[config.mk]
export PLATFORM = sky130hd
export DESIGN_NAME = stream_table_walker
export DESIGN_NICKNAME = d
export VERILOG_FILES = /design/src/rtl/stw_pkg.sv /design/src/rtl/stw_mem_reader.sv /design/src/rtl/stw_addr_gen.sv /design/src/rtl/stw_entry_capture.sv /design/src/rtl/stream_table_walker.sv
export SDC_FILE = /design/constraint.sdc
export NUM_CORES = 1
export LEC_CHECK = 0
export BUFFER_PORTS_ARGS = -buffer_cell sky130_fd_sc_hd__buf_2
export CAP_MARGIN = 25
export CORE_ASPECT_RATIO = 0.8
export CORE_UTILIZATION = 47
export CTS_BUF_LIST = sky130_fd_sc_hd__clkbuf_4 sky130_fd_sc_hd__clkbuf_8 sky130_fd_sc_hd__clkbuf_16
export DETAILED_ROUTE_END_ITERATION = 7
export PLACE_DENSITY = 0.77
export SETUP_SLACK_MARGIN = 0.05
export SYNTH_ARGS = -nofsm -noshare
export SYNTH_HDL_FRONTEND = slang
export SYNTH_SLANG_ARGS = --single-unit
[constraint.sdc]
create_clock -name clk -period 4.55 [get_ports clk]
set_clock_uncertainty 0.2 [all_clocks]
set_input_delay 1.1375 -clock clk [delete_from_list [all_inputs] [get_ports clk]]
set_output_delay 1.1375 -clock clk [all_outputs]
set_load 0.1 [all_outputs]
[src/rtl/stw_pkg.sv]
// Shared types and constants for the stream table walker.
// Assumes 64-bit read beats and 64-byte entries and context descriptors.
package stw_pkg;

    localparam int ENTRY_SHIFT = 6;   // 64-byte entries and descriptors
    localparam int DESC_SHIFT  = 3;   // 8-byte level-1 descriptors

    // Walk controller states
    typedef enum logic [2:0] {
        WS_IDLE  = 3'd0,
        WS_L1    = 3'd1,
        WS_STE   = 3'd2,
        WS_CD    = 3'd3,
        WS_DONE  = 3'd4,
        WS_FAULT = 3'd5
    } walk_state_e;

    // Fault reasons reported on res_fault_code
    typedef enum logic [2:0] {
        FLT_NONE        = 3'd0,
        FLT_RANGE       = 3'd1,
        FLT_L1_INVALID  = 3'd2,
        FLT_STE_INVALID = 3'd3,
        FLT_BAD_CFG     = 3'd4,
        FLT_ABORT       = 3'd5,
        FLT_CD_INVALID  = 3'd6
    } fault_e;

    // Which record the beat capture is filling
    typedef enum logic [1:0] {
        CAP_NONE = 2'd0,
        CAP_STE  = 2'd1,
        CAP_CD   = 2'd2
    } cap_sel_e;

    // Translation mode codes held in the entry
    localparam logic [2:0] MODE_ABORT  = 3'b000;
    localparam logic [2:0] MODE_BYPASS = 3'b100;
    localparam logic [2:0] MODE_S1     = 3'b101;
    localparam logic [2:0] MODE_S2     = 3'b110;
    localparam logic [2:0] MODE_NESTED = 3'b111;

endpackage

[src/rtl/stw_mem_reader.sv]
// Issues one multi-beat read at a time and numbers the returning beats.
// Assumes the responder returns exactly the requested beat count, in order,
// after accepting the request. A new start on the last beat is taken at once.
module stw_mem_reader #(
    parameter int ADDR_W = 48,
    parameter int DATA_W = 64,
    parameter int BEAT_W = 4
) (
    input  logic              clk,
    input  logic              rst_n,
    input  logic              start,
    input  logic [ADDR_W-1:0] start_addr,
    input  logic [BEAT_W-1:0] start_beats,
    output logic              mem_req_valid,
    input  logic              mem_req_ready,
    output logic [ADDR_W-1:0] mem_req_addr,
    output logic [BEAT_W-1:0] mem_req_beats,
    input  logic              mem_rsp_valid,
    input  logic [DATA_W-1:0] mem_rsp_data,
    output logic              beat_valid,
    output logic [BEAT_W-1:0] beat_idx,
    output logic [DATA_W-1:0] beat_data,
    output logic              last_beat
);

    typedef enum logic [1:0] {RD_IDLE, RD_REQ, RD_RSP} rd_state_e;

    rd_state_e         st;
    logic [ADDR_W-1:0] addr_q;
    logic [BEAT_W-1:0] beats_q;
    logic [BEAT_W-1:0] cnt_q;

    // Request, beat counting and back-to-back restart
    always_ff @(posedge clk) begin
        if (!rst_n) begin
            st      <= RD_IDLE;
            addr_q  <= '0;
            beats_q <= '0;
            cnt_q   <= '0;
        end else begin
            case (st)
                RD_IDLE: begin
                    if (start) begin
                        addr_q  <= start_addr;
                        beats_q <= start_beats;
                        st      <= RD_REQ;
                    end
                end
                RD_REQ: begin
                    if (mem_req_ready) begin
                        cnt_q <= '0;
                        st    <= RD_RSP;
                    end
                end
                RD_RSP: begin
                    if (mem_rsp_valid) begin
                        cnt_q <= cnt_q + BEAT_W'(1);
                        if (cnt_q == beats_q - BEAT_W'(1)) begin
                            if (start) begin
                                addr_q  <= start_addr;
                                beats_q <= start_beats;
                                st      <= RD_REQ;
                            end else begin
                                st <= RD_IDLE;
                            end
                        end
                    end
                end
                default: st <= RD_IDLE;
            endcase
        end
    end

    assign mem_req_valid = (st == RD_REQ);
    assign mem_req_addr  = addr_q;
    assign mem_req_beats = beats_q;
    assign beat_valid    = (st == RD_RSP) && mem_rsp_valid;
    assign beat_idx      = cnt_q;
    assign beat_data     = mem_rsp_data;
    assign last_beat     = beat_valid && (cnt_q == beats_q - BEAT_W'(1));

endmodule

[src/rtl/stw_addr_gen.sv]
// Computes every table address the walk can need from the current indices.
// Assumes the table base is 64-byte aligned (low bits are dropped here).
module stw_addr_gen
    import stw_pkg::*;
#(
    parameter int ADDR_W = 48,
    parameter int SID_W  = 16,
    parameter int SSID_W = 8,
    parameter int SPLIT  = 8
) (
    input  logic [SID_W-1:0]  sid,
    input  logic [SSID_W-1:0] ssid,
    input  logic [ADDR_W-1:0] base,
    input  logic [ADDR_W-1:0] l2_ptr,
    input  logic [ADDR_W-1:0] s1_ctx,
    output logic [ADDR_W-1:0] l1_addr,
    output logic [ADDR_W-1:0] ste_lin_addr,
    output logic [ADDR_W-1:0] ste_l2_addr,
    output logic [ADDR_W-1:0] cd_addr
);

    localparam int L2_W = SID_W - SPLIT;

    logic [ADDR_W-1:0] base_al;
    logic [SPLIT-1:0]  l1_idx;
    logic [L2_W-1:0]   l2_idx;

    // Index extraction and base alignment
    assign base_al = {base[ADDR_W-1:ENTRY_SHIFT], {ENTRY_SHIFT{1'b0}}};
    assign l1_idx  = sid[SID_W-1 -: SPLIT];
    assign l2_idx  = sid[L2_W-1:0];

    // Scaled index plus base for each table
    assign l1_addr      = base_al + (ADDR_W'(l1_idx) << DESC_SHIFT);
    assign ste_lin_addr = base_al + (ADDR_W'(sid)    << ENTRY_SHIFT);
    assign ste_l2_addr  = l2_ptr  + (ADDR_W'(l2_idx) << ENTRY_SHIFT);
    assign cd_addr      = s1_ctx  + (ADDR_W'(ssid)   << ENTRY_SHIFT);

endmodule

[src/rtl/stw_entry_capture.sv]
// Latches the needed fields out of entry and descriptor beats as they pass.
// Assumes beats are numbered from 0 in ascending address order.
module stw_entry_capture
    import stw_pkg::*;
#(
    parameter int ADDR_W = 48,
    parameter int DATA_W = 64,
    parameter int VMID_W = 16,
    parameter int BEAT_W = 4
) (
    input  logic              clk,
    input  logic              rst_n,
    input  cap_sel_e          sel,
    input  logic              beat_valid,
    input  logic [BEAT_W-1:0] beat_idx,
    input  logic [DATA_W-1:0] beat_data,
    output logic              ste_valid,
    output logic [2:0]        ste_mode,
    output logic [ADDR_W-1:0] s1_ctx,
    output logic [VMID_W-1:0] vmid,
    output logic [ADDR_W-1:0] s2_base,
    output logic              cd_valid,
    output logic [ADDR_W-1:0] cd_ttb
);

    logic unused_bits;
    assign unused_bits = ^{beat_data[DATA_W-1:ADDR_W], beat_data[5:4]};

    // Field capture keyed by record type and beat number
    always_ff @(posedge clk) begin
        if (!rst_n) begin
            ste_valid <= 1'b0;
            ste_mode  <= '0;
            s1_ctx    <= '0;
            vmid      <= '0;
            s2_base   <= '0;
            cd_valid  <= 1'b0;
            cd_ttb    <= '0;
        end else if (beat_valid) begin
            if (sel == CAP_STE) begin
                if (beat_idx == BEAT_W'(0)) begin
                    ste_valid <= beat_data[0];
                    ste_mode  <= beat_data[3:1];
                    s1_ctx    <= {beat_data[ADDR_W-1:ENTRY_SHIFT], {ENTRY_SHIFT{1'b0}}};
                end
                if (beat_idx == BEAT_W'(1)) begin
                    vmid <= beat_data[VMID_W-1:0];
                end
                if (beat_idx == BEAT_W'(2)) begin
                    s2_base <= {beat_data[ADDR_W-1:12], 12'b0};
                end
            end else if (sel == CAP_CD) begin
                if (beat_idx == BEAT_W'(0)) begin
                    cd_valid <= beat_data[0];
                    cd_ttb   <= {beat_data[ADDR_W-1:4], 4'b0};
                end
            end
        end
    end

endmodule

[src/rtl/stream_table_walker.sv]
// Resolves a stream ID (and task index) into translation configuration by
// walking a flat or two-level stream table, then a context descriptor.
// Assumes one walk in flight; configuration inputs are sampled at acceptance
// and at the first read only, and must be stable while a walk runs.
module stream_table_walker
    import stw_pkg::*;
#(
    parameter int ADDR_W = 48,
    parameter int DATA_W = 64,
    parameter int SID_W  = 16,
    parameter int SSID_W = 8,
    parameter int VMID_W = 16,
    parameter int SPLIT  = 8,
    localparam int LOG_W  = $clog2(SID_W + 1),
    localparam int BEATS  = 64 / (DATA_W / 8),
    localparam int BEAT_W = $clog2(BEATS + 1)
) (
    input  logic              clk,
    input  logic              rst_n,
    input  logic [ADDR_W-1:0] cfg_base,
    input  logic              cfg_two_level,
    input  logic [LOG_W-1:0]  cfg_log2size,
    input  logic              req_valid,
    output logic              req_ready,
    input  logic [SID_W-1:0]  req_sid,
    input  logic [SSID_W-1:0] req_ssid,
    output logic              mem_req_valid,
    input  logic              mem_req_ready,
    output logic [ADDR_W-1:0] mem_req_addr,
    output logic [BEAT_W-1:0] mem_req_beats,
    input  logic              mem_rsp_valid,
    input  logic [DATA_W-1:0] mem_rsp_data,
    output logic              res_valid,
    input  logic              res_ready,
    output logic              res_fault,
    output logic [2:0]        res_fault_code,
    output logic [2:0]        res_mode,
    output logic [VMID_W-1:0] res_vmid,
    output logic [ADDR_W-1:0] res_s1_ctx,
    output logic [ADDR_W-1:0] res_s2_base,
    output logic [ADDR_W-1:0] res_cd_addr,
    output logic [ADDR_W-1:0] res_s1_ttb
);

    walk_state_e       state, state_d;
    fault_e            fault_q, fault_d;
    logic [SID_W-1:0]  sid_q;
    logic [SSID_W-1:0] ssid_q;
    logic [ADDR_W-1:0] cd_addr_q;

    logic              rd_start;
    logic [ADDR_W-1:0] rd_addr;
    logic [BEAT_W-1:0] rd_beats;
    logic              beat_valid, last_beat;
    logic [BEAT_W-1:0] beat_idx;
    logic [DATA_W-1:0] beat_data;
    cap_sel_e          cap_sel;

    logic              ste_valid, cd_valid;
    logic [2:0]        ste_mode;
    logic [ADDR_W-1:0] s1_ctx, s2_base, cd_ttb;
    logic [VMID_W-1:0] vmid;

    logic [SID_W-1:0]  sid_mux;
    logic [ADDR_W-1:0] l2_ptr;
    logic [ADDR_W-1:0] l1_addr, ste_lin_addr, ste_l2_addr, cd_addr;
    logic              sid_out_of_range;

    logic unused_bits;
    assign unused_bits = ^{beat_data[DATA_W-1:ADDR_W], beat_data[5:1]};

    // Index sources: live request while idle, latched copy afterwards
    assign sid_mux = (state == WS_IDLE) ? req_sid : sid_q;
    assign l2_ptr  = {beat_data[ADDR_W-1:ENTRY_SHIFT], {ENTRY_SHIFT{1'b0}}};

    // Stream IDs at or above 2^cfg_log2size are outside the table
    assign sid_out_of_range = ((32'(req_sid)) >> cfg_log2size) != 32'd0;

    stw_addr_gen #(
        .ADDR_W(ADDR_W), .SID_W(SID_W), .SSID_W(SSID_W), .SPLIT(SPLIT)
    ) u_addr (
        .sid(sid_mux), .ssid(ssid_q), .base(cfg_base), .l2_ptr(l2_ptr),
        .s1_ctx(s1_ctx), .l1_addr(l1_addr), .ste_lin_addr(ste_lin_addr),
        .ste_l2_addr(ste_l2_addr), .cd_addr(cd_addr)
    );

    stw_mem_reader #(
        .ADDR_W(ADDR_W), .DATA_W(DATA_W), .BEAT_W(BEAT_W)
    ) u_reader (
        .clk(clk), .rst_n(rst_n), .start(rd_start), .start_addr(rd_addr),
        .start_beats(rd_beats), .mem_req_valid(mem_req_valid),
        .mem_req_ready(mem_req_ready), .mem_req_addr(mem_req_addr),
        .mem_req_beats(mem_req_beats), .mem_rsp_valid(mem_rsp_valid),
        .mem_rsp_data(mem_rsp_data), .beat_valid(beat_valid),
        .beat_idx(beat_idx), .beat_data(beat_data), .last_beat(last_beat)
    );

    stw_entry_capture #(
        .ADDR_W(ADDR_W), .DATA_W(DATA_W), .VMID_W(VMID_W), .BEAT_W(BEAT_W)
    ) u_capture (
        .clk(clk), .rst_n(rst_n), .sel(cap_sel), .beat_valid(beat_valid),
        .beat_idx(beat_idx), .beat_data(beat_data), .ste_valid(ste_valid),
        .ste_mode(ste_mode), .s1_ctx(s1_ctx), .vmid(vmid), .s2_base(s2_base),
        .cd_valid(cd_valid), .cd_ttb(cd_ttb)
    );

    // Capture target follows the read currently in progress
    always_comb begin
        case (state)
            WS_STE:  cap_sel = CAP_STE;
            WS_CD:   cap_sel = CAP_CD;
            default: cap_sel = CAP_NONE;
        endcase
    end

    // Walk sequencing: next state, fault reason and read launches
    always_comb begin
        state_d  = state;
        fault_d  = fault_q;
        rd_start = 1'b0;
        rd_addr  = '0;
        rd_beats = '0;
        case (state)
            WS_IDLE: begin
                if (req_valid) begin
                    fault_d = FLT_NONE;
                    if (sid_out_of_range) begin
                        fault_d = FLT_RANGE;
                        state_d = WS_FAULT;
                    end else if (cfg_two_level) begin
                        rd_start = 1'b1;
                        rd_addr  = l1_addr;
                        rd_beats = BEAT_W'(1);
                        state_d  = WS_L1;
                    end else begin
                        rd_start = 1'b1;
                        rd_addr  = ste_lin_addr;
                        rd_beats = BEAT_W'(BEATS);
                        state_d  = WS_STE;
                    end
                end
            end
            WS_L1: begin
                if (last_beat) begin
                    if (!beat_data[0]) begin
                        fault_d = FLT_L1_INVALID;
                        state_d = WS_FAULT;
                    end else begin
                        rd_start = 1'b1;
                        rd_addr  = ste_l2_addr;
                        rd_beats = BEAT_W'(BEATS);
                        state_d  = WS_STE;
                    end
                end
            end
            WS_STE: begin
                if (last_beat) begin
                    if (!ste_valid) begin
                        fault_d = FLT_STE_INVALID;
                        state_d = WS_FAULT;
                    end else begin
                        case (ste_mode)
                            MODE_ABORT: begin
                                fault_d = FLT_ABORT;
                                state_d = WS_FAULT;
                            end
                            MODE_BYPASS, MODE_S2: begin
                                state_d = WS_DONE;
                            end
                            MODE_S1, MODE_NESTED: begin
                                rd_start = 1'b1;
                                rd_addr  = cd_addr;
                                rd_beats = BEAT_W'(BEATS);
                                state_d  = WS_CD;
                            end
                            default: begin
                                fault_d = FLT_BAD_CFG;
                                state_d = WS_FAULT;
                            end
                        endcase
                    end
                end
            end
            WS_CD: begin
                if (last_beat) begin
                    if (cd_valid) begin
                        state_d = WS_DONE;
                    end else begin
                        fault_d = FLT_CD_INVALID;
                        state_d = WS_FAULT;
                    end
                end
            end
            WS_DONE, WS_FAULT: begin
                if (res_ready) state_d = WS_IDLE;
            end
            default: state_d = WS_IDLE;
        endcase
    end

    // State, fault reason and request index registers
    always_ff @(posedge clk) begin
        if (!rst_n) begin
            state     <= WS_IDLE;
            fault_q   <= FLT_NONE;
            sid_q     <= '0;
            ssid_q    <= '0;
            cd_addr_q <= '0;
        end else begin
            state   <= state_d;
            fault_q <= fault_d;
            if (state == WS_IDLE && req_valid) begin
                sid_q     <= req_sid;
                ssid_q    <= req_ssid;
                cd_addr_q <= '0;
            end
            if (state == WS_STE && rd_start) begin
                cd_addr_q <= cd_addr;
            end
        end
    end

    assign req_ready      = (state == WS_IDLE);
    assign res_valid      = (state == WS_DONE) || (state == WS_FAULT);
    assign res_fault      = (state == WS_FAULT);
    assign res_fault_code = fault_q;
    assign res_mode       = ste_mode;
    assign res_vmid       = vmid;
    assign res_s1_ctx     = s1_ctx;
    assign res_s2_base    = s2_base;
    assign res_cd_addr    = cd_addr_q;
    assign res_s1_ttb     = cd_ttb;

endmodule

## Word-level counts from Yosys, hierarchy flattened

Cells that the tools add are included.

- Register bits: 279
- Input port bits: 148
- Output and inout port bits: 270
- Logic and storage cells: 148

- Add/sub/neg operators: 6
- Eq/ne operators: 28
- Shift-type cells: 1
- Mux-type cells: 69
- Bitwise gates (word level): 1
- Reductions and logical operators: 27

Operators with widths:

| cell | number |
|---|---|
| $mux W48 | 13 |
| $pmux W48 S3 | 1 |
| $add A48 B14 Y48 | 2 |
| $pmux W48 S2 | 1 |
| $mux W4 | 13 |
| $add A48 B11 Y48 | 1 |
| $add A48 B22 Y48 | 1 |
| $mux W3 | 15 |
| $reduce_bool A32 Y1 | 1 |
| $shr A16 B5 Y32 | 1 |
| $ne A2 B2 Y1 const B | 10 |
| $eq A3 B3 Y1 const B | 6 |
| $mux W16 | 1 |
| $pmux W4 S2 | 2 |
| $pmux W3 S5 | 1 |
| $reduce_and A3 Y1 | 5 |
| $pmux W3 S2 | 2 |
| $pmux W3 S4 | 1 |
| $pmux W4 S3 | 1 |
| $mux W1 | 10 |
| $mux W2 | 5 |
| $reduce_and A4 Y1 | 2 |
| $reduce_and A8 Y1 | 1 |
| $eq A3 B2 Y1 const B | 2 |
| other kinds (24) | 34 |

## Depth between registers and ports, before layout

Gate-level depths: netlist of the first run.

- Depth in word-level cells: 11
- Gate-level depth with buffers: 17

## Hierarchy

A second synthesis of the first run with hierarchy kept.

- Cell total of the unflattened synthesis: 2072
- Area, all modules: 17429.2 µm²

By module, submodules not included:

| module | instances | cells each | area each (µm²) | sequential area each (µm²) |
|---|---|---|---|---|
| stw_entry_capture | 1 | 543 | 5430.2 | 2862.7 |
| stream_table_walker | 1 | 554 | 4585.6 | 1561.5 |
| stw_addr_gen | 1 | 639 | 4420.5 | 0.0 |
| stw_mem_reader | 1 | 336 | 2992.9 | 1161.1 |

## Worst setup path after synthesis of the first run

No wires, ideal clock.

- Path type: reg2reg
- Start point: reg state[2]
- End point: reg u_reader.addr_q[28] (netlist: u_reader.mem_req_addr[28])
- Setup time: 0.126 ns
- Data arrival time: 5.153 ns
- Setup slack: -0.929 ns
- Cell stages (with the launch flop): 18
- Path through: dfxtp_1 -> clkbuf_1 -> nor3_1 -> buf_1 -> buf_1 -> mux2i_1 -> a21oi_1 -> ha_1 -> fa_1 -> a21o_1 -> a221oi_2 -> a21oi_1 -> a311oi_1 -> buf_2 -> nor3_1 -> xor2_1 -> a222oi_1 -> a21oi_1

- Cells in the longest elaborated chain, start to end: 11
- Elaborated cells between the ends (all ways): 18
- Those cells by class: 3 x add/sub; 2 x eq/ne; 12 x mux; 1 x reduce/logical

RTL lines:

| item | RTL line | text |
|---|---|---|
| start, declared | stream_table_walker.sv:45 | `walk_state_e state, state_d;` |
| start signal, assigned | stream_table_walker.sv:210 | `state <= state_d;` |
| $logic_not A3 Y1 (*) | n/a |  |
| via req_ready | stream_table_walker.sv:24 | `output logic req_ready,` |
| $mux W16 | stream_table_walker.sv:73 | `assign sid_mux = (state == WS_IDLE) ? req_sid : sid_q;` |
| $add A48 B22 Y48 or $add A48 B11 Y48 (tied branches) | stw_addr_gen.sv:35, stw_addr_gen.sv:34 |  |
| $mux W48 | stream_table_walker.sv:130 | `end else if (cfg_two_level) begin` |
| $mux W48 | stream_table_walker.sv:127 | `if (sid_out_of_range) begin` |
| $mux W48 | stream_table_walker.sv:125 | `if (req_valid) begin` |
| $pmux W48 S3 | stream_table_walker.sv:123 | `case (state)` |
| $mux W48 (*) | stw_mem_reader.sv:43, stw_mem_reader.sv:59 |  |
| $mux W48 | stw_mem_reader.sv:58 | `if (cnt_q == beats_q - BEAT_W'(1)) begin` |
| $mux W48 | stw_mem_reader.sv:56 | `if (mem_rsp_valid) begin` |
| $pmux W48 S2 (*) | stw_mem_reader.sv:41 | `case (st)` |
| end signal, assigned | stw_mem_reader.sv:44 | `addr_q <= start_addr;` |
| end signal, assigned | stw_mem_reader.sv:60 | `addr_q <= start_addr;` |
| end, declared | stw_mem_reader.sv:29 | `logic [ADDR_W-1:0] addr_q;` |

The timed path passes the listed nets; every way through them passes the cells marked *. The select of a mux whose other input is x is not followed.
A chain may end at the register's enable or synchronous reset.

## Worst setup path in the final report of the first run

- Start point: reg state[2]
- End point: reg u_reader.addr_q[28] (netlist: u_reader.mem_req_addr[28])

- Cells in the longest elaborated chain, start to end: 11
- Elaborated cells between the ends (all ways): 18
- Those cells by class: 3 x add/sub; 2 x eq/ne; 12 x mux; 1 x reduce/logical

RTL lines:

| item | RTL line |
|---|---|
| $logic_not A3 Y1 | stream_table_walker.sv:73, stream_table_walker.sv:123 |
| $mux W16 | stream_table_walker.sv:73 |
| $add A48 B22 Y48 or $add A48 B11 Y48 (tied branches) | stw_addr_gen.sv:35, stw_addr_gen.sv:34 |
| $mux W48 | stream_table_walker.sv:130 |
| $mux W48 | stream_table_walker.sv:127 |
| $mux W48 | stream_table_walker.sv:125 |
| $pmux W48 S3 | stream_table_walker.sv:123 |
| $mux W48 (*) | stw_mem_reader.sv:43, stw_mem_reader.sv:59 |
| $mux W48 | stw_mem_reader.sv:58 |
| $mux W48 | stw_mem_reader.sv:56 |
| $pmux W48 S2 (*) | stw_mem_reader.sv:41 |

Every way passes the cells marked *; elsewhere a longest branch is shown, timed or not. The select of a mux whose other input is x is not followed.

==> results.ini, run 1 <==
[clock_network]
cts_tree=built
cts_buffers=28
h-tree-depth=1
cts_num_sinks=268
clk_path_buf_depth=3
postCtsSetupBuffers=0
cts-root-buf=clkbuf_16
clkTransAtPathRegs_ps=60
clk_latency_ps=570

[synth]
ys_ff_latch=268
synthFlopType=dfxtp_1
synth_cell_types=69
syn_area_sq_um=14000
avgSynthCellArea_sq_um=7.67
syn_inst=1820
yosysWarnings=0
synth-edff-count=0
seq_area_frac_synth_pct=38.4
synthArstFlopShare_pct=0

[hold_path]
timing.hold.worst_endpoint=res_cd_addr[27]$_SDFFE_PN0P_
hp-class=reg -> reg
holdPathStages=2
min_from=res_cd_addr[27]$_SDFFE_PN0P_

[sta]
tns_ps=0
max_clock_freq_ghz=0.240
slew_headroom_pct=39.4
setup_viol=0
maxSlewViolCount=0
fin_crit_ps=4180
fin_crit_sh_pct=91.8
hold_viol_final=0
worst_hold_slack_ps=250
rsz0062_at_grt=false
layout_setup_ws_ps=375
tightest_slew_ps=910

[floorplan]
die-area_sq_um=30400
die_y_um=156
row_count=56
start_util_pct=47.7
ios=418
fp.coreArea_sq_um=29300
die_w_um=195

[grt]
grt_max_degree=76
met3_usage_pct=9.58
grt_remaining_overflow=0
use_met2_pct=46.7
track_usage_pct=32.8
antenna_found_initial=0
grt_pass1_vias=13300
grt.busiest_layer=met1
grtUsageMet1_pct=48.1
grt_pass1_wl_um=77300

[run]
cap_viol_max_count=0

[layout]
num-fill-cells=2665
fin_nets=2322
final_cell_mix=nand2_1, buf_2, a21oi_1
fin_util_pct=58.1
fin_area_sq_um=17000
syn_to_final_growth_pct=21.8
instances_no_fill=2534
mostFrequentLayoutCell=nand2_1
antenna_cells=0
drive_gt1_share_pct=22.4

[placement]
post-place-ws_ps=20.0
dp.cells=2482
io_buffer_count=362
place_area_sq_um=16000
dp_hpwl_um=38900
gp_congestion=1.01

[route]
wl_per_cell_um=20.5
ant_nets=0
drt_iter0_markers=1704
drcViolationCount=0
via_per_inst=5.80
vias=14700
drt-total-wl_um=51800
drtPass1Iterations=7

[critical_path]
crit_arrival_ps=4410
crit_slowest_cell=fa_1
cp_num_buf_inv=2
r2r_cells=15
critPathRequiredTime_ps=4780
worstReg2RegEnd=u_reader.mem_req_addr[28]$_SDFFE_PN0P_
crit_type=reg -> reg
worst_setup_path_start_kind=flop
crit_top_cell=a21oi_1
timing.rr.start=state[2]$_SDFFE_PN0P_
r2r_slack_ps=370
cp-end-kind=flop
worst-path-max-fanout=20
cp_cell_sequence=nor3_2 -> buf_12 -> mux2i_1 -> a21oi_1 -> ha_1 -> fa_1 -> a21o_1 -> a221oi_2 -> a21oi_1 -> a311oi_2 -> buf_6 -> nor3_1 -> xor2_1 -> a222oi_1 -> a21oi_1
crit_family=compound AO/OA/AOI/OAI gates
cpPeakStageDelay_ps=430

[pwr]
p_clk_share_pct=37.9
p_int_mw=4.25
p_switching_mw=2.21
swShare_pct=34.2
power_frac_seq_pct=38.2
power_density_nw_per_um2=380
leakage_nw=7.18
power.share.combinational_pct=23.9
peakVddDrop_v=0.000296
total_power_mw=6.46

[run_status]
status=finished, final reports clean

per-layer routing:
| metal | up-vias | share of wire, % |
|---|---|---|
| li1 | 6869 | - |
| met4 | 0 | 2.0 |
| met2 | 829 | 40 |
| met5 | - | 0 |
| met1 | 6916 | 45 |
| met3 | 73 | 12 |
power groups by stage:
| stage | clock network [mW] | logic (mW) | registers, mW |
|---|---|---|---|
| finish | 2.45 | 1.55 | 2.46 |
| global route | 2.57 | 1.63 | 2.47 |
| CTS | 2.49 | 1.52 | 2.46 |
| detailed placement | 0 | 1.51 | 2.51 |
| global placement | 0 | 1.50 | 2.51 |
| floorplan | 0 | 0.797 | 2.86 |
timing repair:
action,CTS,global route
endpoints found under the setup margin,0,2
resized for setup,0,2
hold buffers,0,0
Yosys cell counts, drive strengths merged, types with 3 or more instances:
cell type    n  area share (%)
and2        14            0.63
clkbuf      85             2.3
mux2i       12            0.86
ha          36             3.2
nor2       101             2.7
a22oi       24             1.3
nor4         7            0.31
nor2b       15            0.67
o2111ai      7            0.44
buf         62             2.9
nand2b       9            0.40
or3          5            0.26
a31oi       27             1.2
a211o        3            0.19
nor3b        4            0.25
o21ai       69             2.5
nand2      436              12
a222oi       5            0.36
a21boi       4            0.22
a21oi      269             9.6
nor4b        5            0.31
nand4       24             1.1
nand3       40             1.5
o211ai      15            0.81
a221oi      14            0.92
o21a         6            0.32
fa           3            0.43
xnor2       62             3.9
xor2        56             3.5
mux2        10            0.81
dfxtp      268              38
and4         9            0.58
o221ai       3            0.19
inv         21            0.56
and3        16            0.72
o221a        3            0.24
a21o        16            0.86
a211oi       8            0.43
nor3        26             1.1
final cells by class:
type / instances / area, sq um / share of cell area, %
clock inverter: 14 / 173 / 1.02
clock buffer: 38 / 813 / 4.78
inverter: 21 / 83.8 / 0.493
multi-input combinational: 1416 / 7960 / 46.8
timing repair buffer: 400 / 2140 / 12.6
sequential: 268 / 5370 / 31.6
tap: 377 / 472 / 2.77
worst max path at each step:
stage,start,to,slack [ps],depth (start not counted)
floorplan,state[2]$_SDFFE_PN0P_,u_reader.mem_req_addr[28]$_SDFFE_PN0P_,160,17
global placement,req_sid[0],u_reader.mem_req_addr[32]$_SDFFE_PN0P_,70,15
detailed placement,req_sid[0],u_reader.mem_req_addr[32]$_SDFFE_PN0P_,20,15
CTS,state[2]$_SDFFE_PN0P_,u_reader.mem_req_addr[32]$_SDFFE_PN0P_,410,16
global route,state[2]$_SDFFE_PN0P_,u_reader.mem_req_addr[26]$_SDFFE_PN0P_,80,16
finish,state[2]$_SDFFE_PN0P_,u_reader.mem_req_addr[28]$_SDFFE_PN0P_,370,15
worst min-delay path, stage by stage, from the launching register on:
cell and delay [ps]:
dfxtp_1 310, nand2_1 50, a21oi_1 50
cell families after synthesis:
| family | after synthesis | synth area share (%) |
|---|---|---|
| and+or+nand+nor | 716 | 22.5 |
| AOI/OAI and AO/OA | 488 | 20.5 |
| DFF | 268 | 38.4 |
| buffers and inverters | 168 | 5.76 |
| xor gates and xnor gates | 118 | 7.40 |
| adders and majority gates | 39 | 3.66 |
| muxes | 22 | 1.67 |
| other | 1 | 0.0269 |
state kept, by name, indices dropped and copies added, names as in the netlist, 2 cells and up:
| signal | count |
|---|---|
| u_reader.mem_req_addr | 45 |
| u_capture.cd_ttb | 44 |
| res_cd_addr | 42 |
| u_capture.s1_ctx | 42 |
| u_capture.s2_base | 36 |
| sid_q | 16 |
| u_capture.vmid | 16 |
| ssid_q | 8 |
| u_reader.beat_idx | 4 |
| res_fault_code | 3 |
| state | 3 |
| u_capture.ste_mode | 3 |
| u_reader.mem_req_beats | 2 |
| u_reader.st | 2 |
(Power assumes the default switching activity.)
==> run 2: changes to the inputs <==
--- a/config.mk
+++ b/config.mk
@@ -7,7 +7,6 @@
 export LEC_CHECK = 0
 export BUFFER_PORTS_ARGS = -buffer_cell sky130_fd_sc_hd__buf_2
 export CAP_MARGIN = 25
-export CORE_ASPECT_RATIO = 0.8
 export CORE_UTILIZATION = 47
 export CTS_BUF_LIST = sky130_fd_sc_hd__clkbuf_4 sky130_fd_sc_hd__clkbuf_8 sky130_fd_sc_hd__clkbuf_16
 export DETAILED_ROUTE_END_ITERATION = 7
==> run 2 against run 1 <==
Critical path depth decreased by 2; non-clock buffer count increased by 4; design area increased by 0.41%; first-iteration DRC count decreased by 19%; largest power group is now clock; highest routed layer unchanged.
==> results.ini, run 2 (same netlist as run 1, synthesis figures left out) <==
[pwr]
power_frac_seq_pct=38.1  ; about the same
p_clk_share_pct=38.2  ; +0.3 points
p_int_mw=4.29  ; +1.0%
power.share.combinational_pct=23.7  ; -0.2 points
p_switching_mw=2.20  ; -0.70%
leakage_nw=7.21  ; +0.35%
peakVddDrop_v=0.000361  ; +22%
power_density_nw_per_um2=380  ; about the same
total_power_mw=6.48  ; +0.43%
swShare_pct=33.9  ; -0.39 points

[sta]
worst_hold_slack_ps=250  ; +0.314 ps
slew_headroom_pct=30.6  ; -8.7 points
setup_viol=0  ; unchanged
fin_crit_ps=4110  ; -60.4 ps
hold_viol_final=0  ; unchanged
tightest_slew_ps=1040  ; +131 ps
maxSlewViolCount=0  ; unchanged
fin_crit_sh_pct=90.4  ; -1.3 points
tns_ps=0  ; unchanged
max_clock_freq_ghz=0.243  ; +1.5%
rsz0062_at_grt=false

[grt]
antenna_found_initial=0  ; unchanged
grt_pass1_vias=13600  ; +2.4%
grt_max_degree=131  ; +72%
grt_pass1_wl_um=76400  ; -1.2%
grt_remaining_overflow=0  ; unchanged
track_usage_pct=32.0  ; -0.80 points

[floorplan]
die-area_sq_um=30400  ; about the same
start_util_pct=48.3  ; +0.58 points
ios=418  ; unchanged
row_count=62  ; +11%
die_w_um=174  ; -10%
fp.coreArea_sq_um=28900  ; -1.2%
die_y_um=174  ; +12%

[route]
drtPass1Iterations=6  ; -1
wl_per_cell_um=19.9  ; -2.7%
drt_iter0_markers=1388  ; -19%
drt-total-wl_um=50700  ; -2.3%
drcViolationCount=0  ; unchanged
vias=14600  ; -0.44%
via_per_inst=5.74  ; -0.91%
ant_nets=0  ; unchanged

[placement]
gp_congestion=0.956  ; -5.0%
dp_hpwl_um=38400  ; -1.5%
io_buffer_count=362  ; unchanged
place_area_sq_um=16000  ; +0.25%

[clock_network]
postCtsSetupBuffers=0  ; unchanged
clk_latency_ps=570  ; about the same
cts_resized=0  ; unchanged
cts_num_sinks=268  ; unchanged
clkTransAtPathRegs_ps=60  ; about the same
cts_tree=built
cts-hold-fix-buffers=0  ; unchanged
clk_path_buf_depth=3  ; unchanged
cts-root-buf=clkbuf_16
h-tree-depth=1  ; unchanged
cts_buffers=30  ; +7.1%

[layout]
fin_area_sq_um=17100  ; +0.41%
antenna_cells=0  ; unchanged
syn_to_final_growth_pct=22.3
fin_util_pct=59.0  ; +0.95 points
largest_reg_flops=45  ; unchanged
mostFrequentLayoutCell=nand2_1
fin_nets=2328  ; +0.26%
drive_gt1_share_pct=22.6  ; +0.18 points
final_cell_mix=nand2_1, buf_2, a21oi_1

[critical_path]
crit_slowest_cell=or4_1
cp-end-kind=flop
worst-path-max-fanout=11  ; -45%
crit_arrival_ps=4400  ; about the same
cpPeakStageDelay_ps=690  ; +260 ps
crit_family=simple AND/OR/NAND/NOR gates
crit_top_cell=buf_4
cp_cell_sequence=nor3_2 -> buf_4 -> buf_4 -> mux2_2 -> ha_1 -> o211ai_1 -> o21ai_0 -> nor2_1 -> or4_1 -> nor3_4 -> xor2_1 -> a22oi_1 -> a31oi_1
crit_type=reg -> reg
critPathRequiredTime_ps=4840  ; +60 ps
cp_num_buf_inv=2  ; unchanged
worst_setup_path_start_kind=flop

[run_status]
status=finished, final reports clean

[run]
cap_viol_max_count=0  ; unchanged

[hold_path]
hp-class=reg -> reg

## run 2: final cells by class
type                    count  area [sq um]
repair buffers            404          2160
inverters                  21          83.8
flip-flops and latches    268          5370
clock inverters            13           144
multi-input cells        1416          7960
fillers                  2701         11900
clock buffers              40           882
well taps                 384           480
## run 2: final timing paths
kind         cells after the start  slack (ps)                         startpoint                                endpoint
max                             13         440              state[2]$_SDFFE_PN0P_  u_reader.mem_req_addr[42]$_SDFFE_PN0P_
min                              2         250  u_capture.cd_ttb[14]$_SDFFE_PN0P_       u_capture.cd_ttb[14]$_SDFFE_PN0P_
max reg2reg                     13         440              state[2]$_SDFFE_PN0P_  u_reader.mem_req_addr[42]$_SDFFE_PN0P_
min reg2reg                      2         250  u_capture.cd_ttb[14]$_SDFFE_PN0P_       u_capture.cd_ttb[14]$_SDFFE_PN0P_
## run 2: layer usage
| metal | up-vias | share of wire (%) | GRT usage, % | wire length, um |
|---|---|---|---|---|
| li1 | 6879 | - | - | - |
| met1 | 6883 | 43 | 44.1 | 21600 |
| met2 | 766 | 43 | 49.2 | 22000 |
| met3 | 94 | 11 | 7.79 | 5600 |
| met4 | 0 | 2.9 | 9.69 | 1470 |
| met5 | - | 0 | 0 | 0 |
## run 2: per-stage QoR
| stage | std cells | setup WS [ps] |
|---|---|---|
| after floorplan | 1852 | 159 |
| after global placement | 2493 | 83.2 |
| after detailed placement | 2493 | 76.2 |
| after CTS | 2546 | 480 |
| after global routing | 2546 | 242 |
| final | 2546 | 435 |
## run 2: power groups by stage
stage / Clock (mW) / Sequential (mW) / Combinational [mW]
floorplan: 0 / 2.86 / 0.797
global placement: 0 / 2.51 / 1.50
detailed placement: 0 / 2.52 / 1.51
CTS: 2.50 / 2.47 / 1.52
global route: 2.61 / 2.47 / 1.62
finish: 2.48 / 2.47 / 1.54
## run 2: worst reg2reg max path, cell delays in order (launching register included)
cell	delay, ps
dfxtp_1	320
nor3_2	160
buf_4	230
buf_4	250
mux2_2	390
ha_1	390
o211ai_1	150
o21ai_0	280
nor2_1	130
or4_1	690
nor3_4	240
xor2_1	250
a22oi_1	140
a31oi_1	220
